===== src/rtl/wdt_pkg.sv =====
package wdt_pkg;

  typedef enum logic [1:0] {
    ST_CLEAR = 2'd0,
    ST_WARN  = 2'd1,
    ST_ALERT = 2'd2,
    ST_RESET = 2'd3
  } wdt_stage_e;

  // Climb one step unless the mode already caps the ladder here.
  function automatic wdt_stage_e stage_step(input wdt_stage_e cur, input logic [1:0] mode);
    if (cur >= wdt_stage_e'(mode)) return cur;
    return wdt_stage_e'(cur + 2'd1);
  endfunction

endpackage


===== src/rtl/wdt_prescaler.sv =====
module wdt_prescaler #(
  parameter int PRE_W = 10
) (
  input  logic clk,
  input  logic rst_n,
  input  logic run,
  input  logic clear,
  output logic tick
);
  localparam logic [PRE_W-1:0] PRE_LAST = '1;

  logic [PRE_W-1:0] pre_q;

  always_ff @(posedge clk or negedge rst_n) begin
    if (!rst_n)              pre_q <= '0;
    else if (!run || clear)  pre_q <= '0;
    else                     pre_q <= pre_q + 1'b1;
  end

  assign tick = run && !clear && (pre_q == PRE_LAST);
endmodule


===== src/rtl/wdt_countdown.sv =====
module wdt_countdown #(
  parameter int LEN_W = 16,
  parameter int LOW_W = 8
) (
  input  logic             clk,
  input  logic             rst_n,
  input  logic             run,
  input  logic             load,
  input  logic             tick,
  input  logic [LEN_W-1:0] len,
  output logic             expire
);
  localparam int CNT_W = LEN_W + LOW_W;

  function automatic logic [CNT_W-1:0] reload_value(input logic [LEN_W-1:0] l);
    return {l, {LOW_W{1'b0}}};
  endfunction

  logic [CNT_W-1:0] cnt_q;
  logic             at_end;

  assign at_end = (cnt_q <= CNT_W'(1));
  assign expire = run && tick && !load && at_end;

  always_ff @(posedge clk or negedge rst_n) begin
    if (!rst_n)          cnt_q <= '0;
    else if (!run)       cnt_q <= '0;
    else if (load)       cnt_q <= reload_value(len);
    else if (tick) begin
      if (at_end)        cnt_q <= reload_value(len);
      else               cnt_q <= cnt_q - 1'b1;
    end
  end
endmodule


===== src/rtl/wdt_ladder.sv =====
module wdt_ladder
  import wdt_pkg::*;
(
  input  logic       clk,
  input  logic       rst_n,
  input  logic [1:0] mode,
  input  logic       cfg_wr,
  input  logic       poke,
  input  logic       expire,
  output wdt_stage_e stage
);
  always_ff @(posedge clk or negedge rst_n) begin
    if (!rst_n)                          stage <= ST_CLEAR;
    else if (cfg_wr)                     stage <= ST_CLEAR;
    else if (mode == 2'd0)               stage <= ST_CLEAR;
    else if (poke && stage != ST_RESET)  stage <= ST_CLEAR;
    else if (expire)                     stage <= stage_step(stage, mode);
  end
endmodule


===== src/rtl/wdt_escalator.sv =====
module wdt_escalator
  import wdt_pkg::*;
#(
  parameter int PRE_W = 10,
  parameter int LEN_W = 16,
  parameter int LOW_W = 8,
  localparam int CFG_W = LEN_W + 2
) (
  input  logic             clk,
  input  logic             rst_n,
  input  logic             wr_en,
  input  logic             wr_sel,
  input  logic [CFG_W-1:0] wr_data,
  output logic [CFG_W-1:0] rd_data,
  output logic             running,
  output logic             irq_first,
  output logic             irq_second,
  output logic             rst_req
);
  logic [LEN_W-1:0] len_q;
  logic [1:0]       mode_q;

  // Named internal events used by the checker.
  logic             cfg_wr;
  logic             poke_evt;
  logic             tick;
  logic             expire;
  logic             run_nx;
  logic [LEN_W-1:0] len_nx;
  wdt_stage_e       stage;

  assign cfg_wr   = wr_en && !wr_sel;
  assign poke_evt = wr_en && wr_sel && (mode_q != 2'd0);
  assign run_nx   = cfg_wr ? (wr_data[1:0] != 2'd0) : (mode_q != 2'd0);
  assign len_nx   = cfg_wr ? wr_data[CFG_W-1:2] : len_q;

  always_ff @(posedge clk or negedge rst_n) begin
    if (!rst_n) begin
      len_q  <= '0;
      mode_q <= 2'd0;
    end else if (cfg_wr) begin
      len_q  <= wr_data[CFG_W-1:2];
      mode_q <= wr_data[1:0];
    end
  end

  wdt_prescaler #(.PRE_W(PRE_W)) u_pre (
    .clk   (clk),
    .rst_n (rst_n),
    .run   (mode_q != 2'd0),
    .clear (cfg_wr || poke_evt),
    .tick  (tick)
  );

  wdt_countdown #(.LEN_W(LEN_W), .LOW_W(LOW_W)) u_cnt (
    .clk    (clk),
    .rst_n  (rst_n),
    .run    (run_nx),
    .load   (cfg_wr || poke_evt),
    .tick   (tick),
    .len    (len_nx),
    .expire (expire)
  );

  wdt_ladder u_ladder (
    .clk    (clk),
    .rst_n  (rst_n),
    .mode   (mode_q),
    .cfg_wr (cfg_wr),
    .poke   (poke_evt),
    .expire (expire),
    .stage  (stage)
  );

  assign rd_data    = {len_q, mode_q};
  assign running    = (mode_q != 2'd0);
  assign irq_first  = (stage != ST_CLEAR);
  assign irq_second = (stage == ST_ALERT) || (stage == ST_RESET);
  assign rst_req    = (stage == ST_RESET);
endmodule


===== config.mk =====
export PLATFORM = sky130hd
export DESIGN_NAME = wdt_escalator
export DESIGN_NICKNAME = d
export VERILOG_FILES = /design/src/rtl/wdt_pkg.sv /design/src/rtl/wdt_prescaler.sv /design/src/rtl/wdt_countdown.sv /design/src/rtl/wdt_ladder.sv /design/src/rtl/wdt_escalator.sv
export SDC_FILE = /design/constraint.sdc
export NUM_CORES = 1
export LEC_CHECK = 0
export CAP_MARGIN = 25
export CORE_ASPECT_RATIO = 0.7
export CORE_MARGIN = 3
export CORE_UTILIZATION = 40
export CTS_CLUSTER_DIAMETER = 200
export DETAILED_ROUTE_END_ITERATION = 16
export HOLD_SLACK_MARGIN = 0.15
export PLACE_DENSITY = 0.58
export SYNTH_ARGS = -nofsm -noshare
export SYNTH_HDL_FRONTEND = slang
export SYNTH_HIERARCHICAL = 1
export SYNTH_SLANG_ARGS = --single-unit

===== constraint.sdc =====
create_clock -name clk -period 4.2 [get_ports clk]
set_input_delay 0.84 -clock clk [delete_from_list [all_inputs] [get_ports clk]]
set_output_delay 0.84 -clock clk [all_outputs]
set_load 0.05 [all_outputs]

==> out/metrics.csv <==
metric,value,unit
result of the run,"complete, no violations",
worst setup path category,in -> reg,
area overhead of the layout relative to synthesis,23.02,%
master of the slowest instance on the critical path,sky130_fd_sc_hd__mux2i_1,
CTS H-tree lvls,2,
die area,9045,sq um
CP Buf/Inv Count,1,
final routed wirelength across all metal layers,7714,um
cell leakage power,0.001681,uW
setup repair after global routing missed its margin,no,
fill count,733,
number of warning messages in the yosys log,6,
post-cts resize count,0,
number of diodes added for antenna fixing,0,
required time worst endpoint,4420,ps
leading register cell type out of synthesis,sky130_fd_sc_hd__dfrtp_1,
height of the die,80.48,um
width of the die,112.4,um
number of sinks driven by the clock tree,54,
deepest clock path buffer count,2,
xor and xnor area share after synthesis,0.01105,
reported max-cap violation count,0,
remaining antenna violation count,0,
Hold Path Origin,u_pre/pre_q[0],
DR vias/cell,5.594,
share of post-route cells with drive strength above 1,0.1388,
aggregate global-route resource usage,0.1833,
post-synthesis adder-cell area fraction,0.02369,
synth unique cells,54,
post-layout min period,3054,ps
average wire per standard cell,17.10,um
"top library cells by usage in the layout, fill and taps aside","sky130_fd_sc_hd__dfrtp_1 (54), sky130_fd_sc_hd__clkdlybuf4s50_1 (42), sky130_fd_sc_hd__nor2_1 (28), sky130_fd_sc_hd__mux2_4 (18), sky130_fd_sc_hd__o21ai_0 (17)",
total gr overflow,0,
gate count of the mapped netlist,307,
actual slew at the worst max-slew pin,809.9,ps
compound-cell area share of the yosys netlist,0.1445,
clock buffers created by TritonCTS,5,
timing startpoint of the critical path,wr_sel,
remaining max-slew budget at the tightest pin,0.4600,
max-slew violation count,0,
"Hold Violations, Final",0,
Mapped Nets,335,
worst-skew pair later-pin latency,290,ps
Peak Freq,327.5,MHz
longest individual stage delay on the worst path,520,ps
number of storage elements in the synthesis netlist,54,
dominant delay contributor by cell family on the critical path,compound AO/OA/AOI/OAI gates,
CP Data Arrival Time,3280,ps
most frequent standard cell in the layout excluding fill and tap cells,sky130_fd_sc_hd__dfrtp_1,
post-synthesis simple-gate area fraction,0.2310,
vias in the first global route,2497,
via count of the routed design,2523,
Final #Nets,380,
Starting Density,0.4236,
placement row count,26,
master cell of the clock root buffer,sky130_fd_sc_hd__clkbuf_16,
Avg Inst Size Synth,10.32,sq um
Critical Path Sink Type,register,
total of endpoints with negative setup slack in the final report,0,
dominant combinational cell family by area after synthesis,simple AND/OR/NAND/NOR gates,
number of hold-repair buffers added at the cts stage,0,
number of synthesized flops with an enable pin,0,
multiplexer fraction of the synthesized cell area,0.1263,
estimated wirelength of the detail-placed design,5569,um
first-pass GRT wire length,13170,um
post-route fraction of the period consumed by the critical path,0.7270,
Total Neg Setup Slack,0,ps
proportion of synthesized chip area in sequential cells,0.4264,
maximum number of pins on one net before global-route repair,36,
type of the worst min-delay path,reg -> reg,
initial DRC count,172,
Initial DRT Pass Iterations,4,
largest clock skew in the final design,6.818,ps
number of port buffers,43,
area inside the core boundary,7482,sq um
post-synthesis instance area,3169,sq um
GPL Wtd Cong,0.8734,
"Async S/R FF share, synth",1.000,
power density over the cells,553.8,nW/um^2
clock-pin slew reported for the worst setup and hold paths after clock tree synthesis,70,ps
DRC violations left,0,
CP Launch Type,primary input,
cells traversed along the worst timing path,clkdlybuf4s50_1 > nand2b_4 > mux2i_1 > nor2b_1 > o21ai_1 > o21ai_0 > a221o_1,
Post-CTS Repair Setup Buffers,0,
worst reg2reg startpoint,mode_q[1],
total I/O pin count,44,
TritonCTS clock tree,yes,
area taken by multi-input logic gates,1707,sq um
combined flip-flop and latch cell area,1351,sq um
number of antenna violations at the first check in global routing,0,
maximum VDD drop,0.2427,mV
maximum fanout count along the critical path,13,
"Core Util, Final",0.5211,
==> stage by stage <==
stage	instances	hold WS [ps]	worst slack, ps	area (sq um)	total power, uW
3_3_place_gp	443	470.0	848.9	3700	1609
4_1_cts	451	484.2	1140	3899	2169
3_5_place_dp	443	474.1	853.7	3700	1611
5_1_grt	451	492.0	952.1	3899	2290
2_1_floorplan	307	454.9	1396	3169	1363
6_report	451	483.1	1146	3899	2159
==> path summary, 6_finish.rpt <==
check | to | slack (ps) | depth (start not counted)
max in group asynchronous | len_q[7] | 2770 | 2
min in group asynchronous | u_pre/pre_q[2] | 640 | 1
hold / removal | u_pre/pre_q[0] | 480 | 1
setup / recovery | u_cnt/cnt_q[15] | 1150 | 7
hold reg to reg | u_pre/pre_q[0] | 480 | 1
setup reg to reg | u_cnt/cnt_q[15] | 1650 | 10
==> area by class of cell <==
| class | instances | share of cell area |
|---|---|---|
| Inverter | 11 | 0.01059 |
| Timing Repair Buffer | 50 | 0.1226 |
| Clock inverter | 2 | 0.01540 |
| Multi-Input combinational cell | 230 | 0.4377 |
| Sequential cell | 54 | 0.3466 |
| Tap cell | 98 | 0.03145 |
| Clock buffer | 6 | 0.03562 |
==> registers in the layout (all words and copies together), names as in the netlist <==
| register | flops |
|---|---|
| u_cnt/cnt_q | 24 |
| len_q | 16 |
| u_ladder/stage | 2 |
| mode_q | 2 |
| u_pre/pre_q | 10 |
==> cells by family (layout without fill, tap and decap cells) <==
| group | after synthesis | count (layout) |
|---|---|---|
| AO/OA/AOI/OAI | 66 | 66 |
| XOR/XNOR | 4 | 4 |
| adder cells (fa/ha/maj) | 6 | 6 |
| buffers and inverters | 23 | 69 |
| flip-flops | 54 | 54 |
| multiplexers | 31 | 31 |
| AND/OR/NAND/NOR | 123 | 123 |
==> where the power goes <==
group / internal [uW] / leakage, uW / switching [uW]
Clock: 358 / 0.0000971 / 187
Combinational: 346 / 0.000888 / 513
Sequential: 620 / 0.000696 / 136
Total: 1320 / 0.00168 / 835
==> routing by layer <==
metal | track usage | wire, um | vias to the layer above
met5 | 0 | 0 | -
met4 | 0.03962 | 54 | 0
met3 | 0.03163 | 308 | 5
met2 | 0.2628 | 3190 | 63
met1 | 0.2853 | 4160 | 1225
li1 | - | - | 1230
==> Yosys cell counts, drive strengths merged, types with 2 or more instances <==
library cell / number / area [sq um]
mux2: 18 / 270.3
xnor2: 2 / 17.52
dfrtp: 54 / 1351
a221o: 2 / 20.02
nand2: 16 / 60.06
o41ai: 2 / 17.52
or4: 3 / 22.52
o21ai: 19 / 95.09
o31ai: 6 / 45.04
nor2b: 5 / 31.28
xor2: 2 / 17.52
and2: 2 / 12.51
inv: 11 / 41.29
nand2b: 8 / 65.07
a21oi: 8 / 47.55
o22ai: 5 / 31.28
a22oi: 2 / 15.01
nand3: 10 / 50.05
clkbuf: 7 / 26.28
or3: 6 / 38.79
a22o: 3 / 26.28
a32o: 2 / 20.02
and3: 3 / 18.77
o2bb2ai: 7 / 61.31
nand4: 6 / 58.80
nand4b: 4 / 35.03
a21boi: 4 / 30.03
nor3: 10 / 50.05
buf: 5 / 50.04
nor2: 28 / 105.1
or2: 5 / 31.28
mux2i: 13 / 130.1
nor3b: 4 / 30.03
nor4: 11 / 105.1
ha: 6 / 75.07
No activity file was read; power rests on OpenSTA's default activity.
